## src/rtl/tim_chan_pkg.sv

```systemverilog
package tim_chan_pkg;
  localparam logic [1:0] A_CTRL = 2'd0;
  localparam logic [1:0] A_VHI  = 2'd1;
  localparam logic [1:0] A_VLO  = 2'd2;

  localparam int unsigned CB_MAXD = 0;
  localparam int unsigned CB_TOV  = 1;
  localparam int unsigned CB_SEL  = 2;
  localparam int unsigned CB_MODE = 4;
  localparam int unsigned CB_FLAG = 7;

  // compare actions in output mode
  localparam logic [1:0] ACT_TGL = 2'b01;
  localparam logic [1:0] ACT_CLR = 2'b10;
  localparam logic [1:0] ACT_SET = 2'b11;
endpackage

```

## src/rtl/tim_chan_edge.sv

```systemverilog
module tim_chan_edge #(
  parameter int unsigned STAGES = 2
) (
  input  logic clk,
  input  logic rst_n,
  input  logic pin_i,
  output logic rise_o,
  output logic fall_o
);
  logic [STAGES:0] sh_q, sh_d;

  always_comb sh_d = {sh_q[STAGES-1:0], pin_i};

  always_ff @(posedge clk or negedge rst_n) begin
    if (!rst_n) sh_q <= '0;
    else        sh_q <= sh_d;
  end

  assign rise_o =  sh_q[STAGES-1] & ~sh_q[STAGES];
  assign fall_o = ~sh_q[STAGES-1] &  sh_q[STAGES];
endmodule

```

## src/rtl/tim_chan_val.sv

```systemverilog
module tim_chan_val #(
  parameter int unsigned W  = 16,
  parameter int unsigned BW = 8
) (
  input  logic          clk,
  input  logic          rst_n,
  input  logic [W-1:0]  cnt_i,
  input  logic          cap_mode_i,
  input  logic          cap_ev_i,
  input  logic          wr_hi_i,
  input  logic          wr_lo_i,
  input  logic          rd_hi_i,
  input  logic          rd_lo_i,
  input  logic [BW-1:0] wdata_i,
  output logic [W-1:0]  val_o,
  output logic          cap_o,
  output logic          match_o
);
  localparam int unsigned HB = W - BW;

  logic [W-1:0] val_q, val_d;
  logic lock_q, lock_d, inh_q, inh_d;

  assign cap_o = cap_mode_i & cap_ev_i & ~lock_q;

  always_comb begin
    lock_d = lock_q;
    if (rd_lo_i)                    lock_d = 1'b0;
    else if (rd_hi_i && cap_mode_i) lock_d = 1'b1;
    inh_d = inh_q;
    if (wr_lo_i)      inh_d = 1'b0;
    else if (wr_hi_i) inh_d = 1'b1;
    val_d = val_q;
    if (cap_o)   val_d = cnt_i;
    if (wr_hi_i) val_d[W-1:BW] = wdata_i[HB-1:0];
    if (wr_lo_i) val_d[BW-1:0] = wdata_i;
  end

  always_ff @(posedge clk or negedge rst_n) begin
    if (!rst_n) begin
      lock_q <= 1'b0;
      inh_q  <= 1'b0;
    end else begin
      lock_q <= lock_d;
      inh_q  <= inh_d;
    end
  end

  // value register is deliberately left without reset
  always_ff @(posedge clk) val_q <= val_d;

  assign val_o   = val_q;
  assign match_o = ~cap_mode_i & ~inh_q & (cnt_i == val_q);


  cap_lock_chk: assert property (@(posedge clk) disable iff (!rst_n)
    (lock_q && !wr_hi_i && !wr_lo_i) |=> $stable(val_q));
endmodule

```

## src/rtl/tim_chan_pin.sv

```systemverilog
module tim_chan_pin
  import tim_chan_pkg::*;
(
  input  logic       clk,
  input  logic       rst_n,
  input  logic       oc_mode_i,
  input  logic       tov_i,
  input  logic       maxd_i,
  input  logic [1:0] act_i,
  input  logic       match_i,
  input  logic       ovf_i,
  output logic       pin_o
);
  logic pin_q, pin_d, maxd_q, maxd_d, forced;

  assign forced = oc_mode_i & tov_i & maxd_q;

  always_comb begin
    maxd_d = maxd_q;
    if (ovf_i) maxd_d = maxd_i;
    pin_d = pin_q;
    if (oc_mode_i) begin
      if (tov_i && ovf_i)  pin_d = (maxd_q | maxd_i) ? 1'b1 : ~pin_q;
      else if (forced)     pin_d = 1'b1;
      else if (match_i) begin
        case (act_i)
          ACT_TGL: pin_d = ~pin_q;
          ACT_CLR: pin_d = 1'b0;
          ACT_SET: pin_d = 1'b1;
          default: pin_d = pin_q;
        endcase
      end
    end
  end

  always_ff @(posedge clk or negedge rst_n) begin
    if (!rst_n) begin
      pin_q  <= 1'b0;
      maxd_q <= 1'b0;
    end else begin
      pin_q  <= pin_d;
      maxd_q <= maxd_d;
    end
  end

  assign pin_o = pin_q;


  pin_quiet_chk: assert property (@(posedge clk) disable iff (!rst_n)
    (!oc_mode_i || (!match_i && !ovf_i && !forced)) |=> $stable(pin_q));

  ovf_wins_chk: assert property (@(posedge clk) disable iff (!rst_n)
    (oc_mode_i && tov_i && ovf_i && match_i && !maxd_q && !maxd_i)
      |=> (pin_q != $past(pin_q)));

  maxd_hold_chk: assert property (@(posedge clk) disable iff (!rst_n)
    forced |=> pin_q);

  maxd_late_chk: assert property (@(posedge clk) disable iff (!rst_n)
    (oc_mode_i && tov_i && !maxd_q && !ovf_i && match_i && act_i == ACT_CLR)
      |=> !pin_q);
endmodule

```

## src/rtl/tim_chan.sv

```systemverilog
module tim_chan
  import tim_chan_pkg::*;
#(
  parameter int unsigned CNT_W       = 16,
  parameter int unsigned BUS_W       = 8,
  parameter int unsigned SYNC_STAGES = 2
) (
  input  logic             clk,
  input  logic             rst_n,
  input  logic [CNT_W-1:0] cnt_i,
  input  logic             ovf_i,
  input  logic [1:0]       bus_addr_i,
  input  logic             bus_wr_i,
  input  logic             bus_rd_i,
  input  logic [BUS_W-1:0] bus_wdata_i,
  output logic [BUS_W-1:0] bus_rdata_o,
  input  logic             pin_i,
  output logic             pin_o,
  output logic             flag_o
);
  localparam int unsigned CTL_W = CB_MODE + 2;

  logic [CTL_W-1:0] ctrl_q, ctrl_d;
  logic flag_q, flag_d, armed_q, armed_d;
  logic wr_ctl, rd_ctl, wr_hi, wr_lo, rd_hi, rd_lo;
  logic cap_mode, rise, fall, cap_ev, cap, match;
  logic [CNT_W-1:0] val;
  logic unused_wbits;

  assign wr_ctl = bus_wr_i & (bus_addr_i == A_CTRL);
  assign rd_ctl = bus_rd_i & (bus_addr_i == A_CTRL);
  assign wr_hi  = bus_wr_i & (bus_addr_i == A_VHI);
  assign wr_lo  = bus_wr_i & (bus_addr_i == A_VLO);
  assign rd_hi  = bus_rd_i & (bus_addr_i == A_VHI);
  assign rd_lo  = bus_rd_i & (bus_addr_i == A_VLO);
  assign unused_wbits = ^bus_wdata_i[BUS_W-1:CTL_W];

  assign cap_mode = (ctrl_q[CB_MODE +: 2] == 2'b00);
  assign cap_ev   = (ctrl_q[CB_SEL] & rise) | (ctrl_q[CB_SEL+1] & fall);

  tim_chan_edge #(.STAGES(SYNC_STAGES)) u_edge (
    .clk(clk), .rst_n(rst_n), .pin_i(pin_i), .rise_o(rise), .fall_o(fall)
  );

  tim_chan_val #(.W(CNT_W), .BW(BUS_W)) u_val (
    .clk(clk), .rst_n(rst_n), .cnt_i(cnt_i), .cap_mode_i(cap_mode),
    .cap_ev_i(cap_ev), .wr_hi_i(wr_hi), .wr_lo_i(wr_lo), .rd_hi_i(rd_hi),
    .rd_lo_i(rd_lo), .wdata_i(bus_wdata_i), .val_o(val), .cap_o(cap),
    .match_o(match)
  );

  tim_chan_pin u_pin (
    .clk(clk), .rst_n(rst_n), .oc_mode_i(~cap_mode), .tov_i(ctrl_q[CB_TOV]),
    .maxd_i(ctrl_q[CB_MAXD]), .act_i(ctrl_q[CB_SEL +: 2]), .match_i(match),
    .ovf_i(ovf_i), .pin_o(pin_o)
  );

  always_comb begin
    ctrl_d = ctrl_q;
    if (wr_ctl) ctrl_d = bus_wdata_i[CTL_W-1:0];
    armed_d = armed_q;
    if (wr_ctl)               armed_d = 1'b0;
    else if (rd_ctl && flag_q) armed_d = 1'b1;
    flag_d = flag_q;
    if (cap || match)                                flag_d = 1'b1;
    else if (wr_ctl && !bus_wdata_i[CB_FLAG] && armed_q) flag_d = 1'b0;
  end

  always_ff @(posedge clk or negedge rst_n) begin
    if (!rst_n) begin
      ctrl_q  <= '0;
      flag_q  <= 1'b0;
      armed_q <= 1'b0;
    end else begin
      ctrl_q  <= ctrl_d;
      flag_q  <= flag_d;
      armed_q <= armed_d;
    end
  end

  always_comb begin
    bus_rdata_o = '0;
    case (bus_addr_i)
      A_CTRL: begin
        bus_rdata_o[CTL_W-1:0] = ctrl_q;
        bus_rdata_o[CB_FLAG]   = flag_q;
      end
      A_VHI:   bus_rdata_o = val[CNT_W-1:BUS_W];
      A_VLO:   bus_rdata_o = val[BUS_W-1:0];
      default: bus_rdata_o = '0;
    endcase
  end

  assign flag_o = flag_q;


  cap_flag_chk: assert property (@(posedge clk) disable iff (!rst_n)
    cap |=> flag_q);

  flag_src_chk: assert property (@(posedge clk) disable iff (!rst_n)
    (!cap && !match) |=> !$rose(flag_q));

  flag_keep_chk: assert property (@(posedge clk) disable iff (!rst_n)
    (flag_q && !(wr_ctl && !bus_wdata_i[CB_FLAG] && armed_q)) |=> flag_q);
endmodule

```

## config.mk

```make
export PLATFORM = sky130hd
export DESIGN_NAME = tim_chan
export DESIGN_NICKNAME = d
export VERILOG_FILES = /design/src/rtl/tim_chan_pkg.sv /design/src/rtl/tim_chan_edge.sv /design/src/rtl/tim_chan_val.sv /design/src/rtl/tim_chan_pin.sv /design/src/rtl/tim_chan.sv
export SDC_FILE = /design/constraint.sdc
export NUM_CORES = 1
export LEC_CHECK = 0
export BUFFER_PORTS_ARGS = -buffer_cell sky130_fd_sc_hd__buf_4
export CAP_MARGIN = 20
export CORE_UTILIZATION = 52
export DETAILED_ROUTE_END_ITERATION = 10
export HOLD_SLACK_MARGIN = 0.03
export PLACE_DENSITY = 0.89
export SLEW_MARGIN = 40
export SYNTH_ARGS = -nofsm -noshare
export SYNTH_HDL_FRONTEND = slang
export SYNTH_SLANG_ARGS = --single-unit
```

## constraint.sdc

```tcl
create_clock -name clk -period 2 [get_ports clk]
set_input_delay 0.4 -clock clk [delete_from_list [all_inputs] [get_ports clk]]
set_output_delay 0.4 -clock clk [all_outputs]
set_load 0.05 [all_outputs]
```

# ---- After elaboration in Yosys (flattened, before gate mapping)
# Cells that the tools add are included.
dict set report classes {
  eq_ne 6
  reduce_logical 18
  n_mux 19
  bitwise 24
}
# cell n
set op_table {}
lappend op_table {{one-hot mux 6 bit (3 select lines)} 1}
lappend op_table {{AND 1 bit} 16}
lappend op_table {{equality test 16 bit} 1}
lappend op_table {{two-way mux 16 bit} 1}
lappend op_table {{two-way mux 8 bit} 2}
lappend op_table {{two-way mux 1 bit} 12}
lappend op_table {{nonzero test 2 bit} 6}
lappend op_table {{equality test 2 bit, second input constant} 3}
lappend op_table {{NOT 1 bit} 6}
lappend op_table {{one-hot mux 1 bit (3 select lines)} 2}
lappend op_table {{logical AND 1 bit} 5}
lappend op_table {{nonzero test 5 bit} 1}
lappend op_table {{equality test 2 x 1 -> 1 bit, second input constant} 2}
lappend op_table {{zero test 2 bit} 2}
lappend op_table {{AND reduction 3 bit} 1}
lappend op_table {{nonzero test 3 bit} 1}
lappend op_table {{bitwise OR 1 bit} 2}
lappend op_table {{one-hot mux 1 bit (2 select lines)} 1}
lappend op_table {{zero test 1 bit} 1}
lappend op_table {{logical OR 1 bit} 1}
dict set report totals {
  output_inout_bits 10
  elab_cells 77
  reg_bits 31
}

# ---- Logic depth before layout (Yosys ltp)
dict set report logic_depth {
  depth_word 8
  ltp_mapped 6
  mapped_depth_nobuf 5
}

# ---- Hierarchy
# A second synthesis with hierarchy kept.
dict set report unflattened {
  hier_cells 134
  hier_area_um2 1699.1
}
# mod area_per_inst_um2 n_inst cells_per_inst
set by_module_without_submodules {}
lappend by_module_without_submodules {tim_chan_val 945.9 1 67}
lappend by_module_without_submodules {tim_chan 531.8 1 51}
lappend by_module_without_submodules {tim_chan_pin 131.4 1 11}
lappend by_module_without_submodules {tim_chan_edge 90.1 1 5}

# ---- Least setup slack after synthesis
# Ideal clock, no wire load.
dict set report synth_timing {
  path_kind {input -> output}
  startpoint {input bus_addr_i[0]}
  endpoint {output bus_rdata_o[6]}
  path_buffers 1
  slack_ps -108
  t_required_ps 1600
  stages 5
  arrival_ps 1708
  path_cell_list {inv_1 ha_1 clkbuf_1 a22oi_1 nor2b_1}
}
dict set report synth_via {
  elab_chain_len 2
}
# element line
set synth_lines {}
lappend synth_lines {{start, declared} tim_chan.sv:12} ;# input logic [1:0] bus_addr_i,
lappend synth_lines {{equality test 2 bit or equality test 2 x 1 -> 1 bit (tied branches)} tim_chan.sv:83} ;# case (bus_addr_i)
lappend synth_lines {{one-hot mux 1 bit (2 select lines) *} tim_chan.sv:83}
lappend synth_lines {{end, declared} tim_chan.sv:16} ;# output logic [BUS_W-1:0] bus_rdata_o,
# Mark *: on every way between the ends. The rest lies on a longest branch, timed or not.

# ---- Final worst setup path
dict set report layout_timing {
  startpoint {input bus_addr_i[0]}
  endpoint {output bus_rdata_o[4]}
}
dict set report layout_via {
  elab_chain_len 2
}
# element line
set layout_lines {}
lappend layout_lines {{equality test 2 bit (tied with other cells)} tim_chan.sv:83}
lappend layout_lines {{one-hot mux 6 bit (3 select lines) *} tim_chan.sv:83}
# Marks and branches as above.

==> results.cfg <==
[critical_path]
critical_path.startpoint_type = input port
reg2regPathDepth = 5
worstSetupEndpointType = output port
reg2reg_to = u_pin.pin_o
arrival_ns = 1.50
timing_worst_setup_path_type = in2out
crit_fanout = 10
r2r_start = u_val.val_o[10]
required_ns = 1.60
r2r_slack_ns = 0.20

[route]
wl_per_cell_um = 17.5
vias = 1305
drt-pass1-iter-count = 4
viasPerCell = 5.67
post-route-drc-count = 0
routed_wl_um = 4020
ant_nets = 0
drt_iter0_drc = 125

[timing]
period_share = 0.950
drv_slew = 0
whs_ns = 0.176
rsz0062_at_grt = no
tightest_slew_ns = 0.465
setup_viol_count_final = 0
max_freq_mhz = 526
hold_viol = 0
fin_skew_ns = 0.0122
relSlewSlack = 0.690
period_needed_ns = 1.90

[yosys]
synth_area_leaders = edfxtp_1 (29%), dfrtp_1 (22%), mux2_2 (15%), xor2_1 (6.2%), a222oi_1 (4.2%)
synthArstFlopShare = 0.484
yosysUniqueCellTypes = 32
avgSynthCellArea_um2 = 12.7
synth.largest_area_cell = edfxtp_1
yosysWarnings = 0
syn_nets = 169
synthCells = 132
synth-edff-count = 16
ys_dominant_reg_cell = edfxtp_1
ys_seq_elements = 31
yosysTopAreaCellShare = 0.286
syn_area_um2 = 1680
seq_area_frac_synth = 0.509

[global_route]
grt_max_degree = 16
grt_antenna_before_repair = 0
grt_pass1_wl_um = 6330
grt_pass1_vias = 1320
grt_use_total = 0.257
grt_remaining_overflow = 0

[pwr]
p_leak_nw = 0.909
p_per_area_nw_per_um2 = 804
finalPower_mw = 1.76
vdd.ir_drop.worst_mv = 0.496

[placed_design]
dp_hpwl_um = 3060
gp_congestion = 0.888
io_buffers = 41

[floorplanning]
rows = 20
die_w_um = 58.9
boundaryPins = 42
dieArea_um2 = 3470
start_util = 0.551
die_y_um = 58.9
core_um2 = 3050

[clock_network]
htree_levels = 2
root_buffer = clkbuf_4
postCtsSetupBuffers = 0
worstSkewPairLatency_ns = 0.34
clk_pin_slew_worst_paths_ns = 0.08
cts_num_sinks = 31
cts_buffers = 5
cts_tree = yes
clockBufferDepth = 2

[finish]
utilization = 0.716
area_delta_synth_final_pct = 30.0
final_common_cell = buf_4
final_cell_mix = buf_4 (49), mux2_2 (23), edfxtp_1 (16)
nets = 222
layout-drive-gt1-share = 0.495
antenna_cells = 0
nFillCells = 238

[worst_hold_path]
min_to = u_edge.sh_q[0]
hold_start = pin_i
holdPathStages = 1
hold_class = in2reg

[run_status]
status = complete, no violations

[job]
maxCapViolations = 0
==> routing by layer <==
| metal | wire length, um | vias up | share of wire | GRT usage |
|---|---|---|---|---|
| met2 | 2090 | 61 | 0.52 | 0.437 |
| met3 | 285 | 6 | 0.071 | 0.0725 |
| met1 | 1580 | 626 | 0.39 | 0.317 |
| met4 | 58 | 0 | 0.014 | 0.0816 |
| met5 | 0 | - | 0 | 0 |
| li1 | - | 612 | - | - |
==> Yosys cell counts (3+ instances only) <==
cell / n
a21oi_1: 4
a222oi_1: 7
clkbuf_1: 4
dfrtp_1: 15
edfxtp_1: 16
ha_1: 5
inv_1: 3
mux2_2: 23
nand2_1: 6
nor2_1: 7
o21ai_0: 3
xnor2_1: 4
xor2_1: 12
==> critical path, stage by stage <==
cell	delay [ns]
buf_4	0.09
inv_1	0.07
ha_2	0.27
a222oi_1	0.41
nor2_2	0.05
buf_4	0.20
==> state kept, by name, summed over array words and instances (netlist names) <==
| name | cells |
|---|---|
| u_val.inh_q | 1 |
| armed_q | 1 |
| u_edge.sh_q | 3 |
| u_pin.maxd_q | 1 |
| u_val.val_o | 16 |
| flag_o | 1 |
| u_pin.pin_o | 1 |
| ctrl_q | 6 |
| u_val.lock_q | 1 |
==> kinds of logic after synthesis <==
group | synth area share
multiplexers | 0.166
XOR/XNOR | 0.0833
AO/OA/AOI/OAI | 0.106
buffers and inverters | 0.0156
flip-flops | 0.509
AND/OR/NAND/NOR | 0.0833
adder cells (fa/ha/maj) | 0.0372
==> cell type report <==
cell class / instances / area, um^2 / area share
clock buffer: 8 / 48.8 / 0.0223
inverter: 3 / 11.3 / 0.00515
timing repair buffer: 50 / 378 / 0.173
sequential: 31 / 856 / 0.392
multi-input combinational: 94 / 837 / 0.383
tap: 44 / 55.1 / 0.0252
==> where the power goes <==
part	internal, mW	leakage (nW)	switching (mW)
registers	0.768	0.325	0.0792
logic	0.244	0.558	0.321
clock network	0.140	0.0265	0.207
==> metrics by stage <==
step,TNS (ns),std cells,worst slack (ns),cell area [um^2]
2_1_floorplan,0,132,0.129,1700
5_1_grt,0,230,0.0239,2190
6_report,0,230,0.100,2190
3_5_place_dp,-0.00700,221,-0.00700,2110
4_1_cts,0,230,0.00787,2170
3_3_place_gp,0,221,0.0430,2110
==> worst max path at each step <==
stage | slack (ns) | to | startpoint
finish | 0.10 | bus_rdata_o[4] | bus_addr_i[0]
global placement | 0.04 | bus_rdata_o[2] | bus_addr_i[0]
CTS | 0.008 | bus_rdata_o[7] | bus_addr_i[1]
global route | 0.02 | bus_rdata_o[7] | bus_addr_i[1]
detailed placement | -0.007 | bus_rdata_o[7] | bus_addr_i[0]
floorplan | 0.13 | bus_rdata_o[7] | bus_addr_i[0]
==> timing repair <==
action | 4_1_cts | 5_1_grt
hold buffers | 1 | 0
pin swaps | 1 | 2
endpoints found under the setup margin | 2 | 7
resized for setup | 1 | 3
hold endpoints to repair | 15 | 0
(Power assumes the default switching activity.)
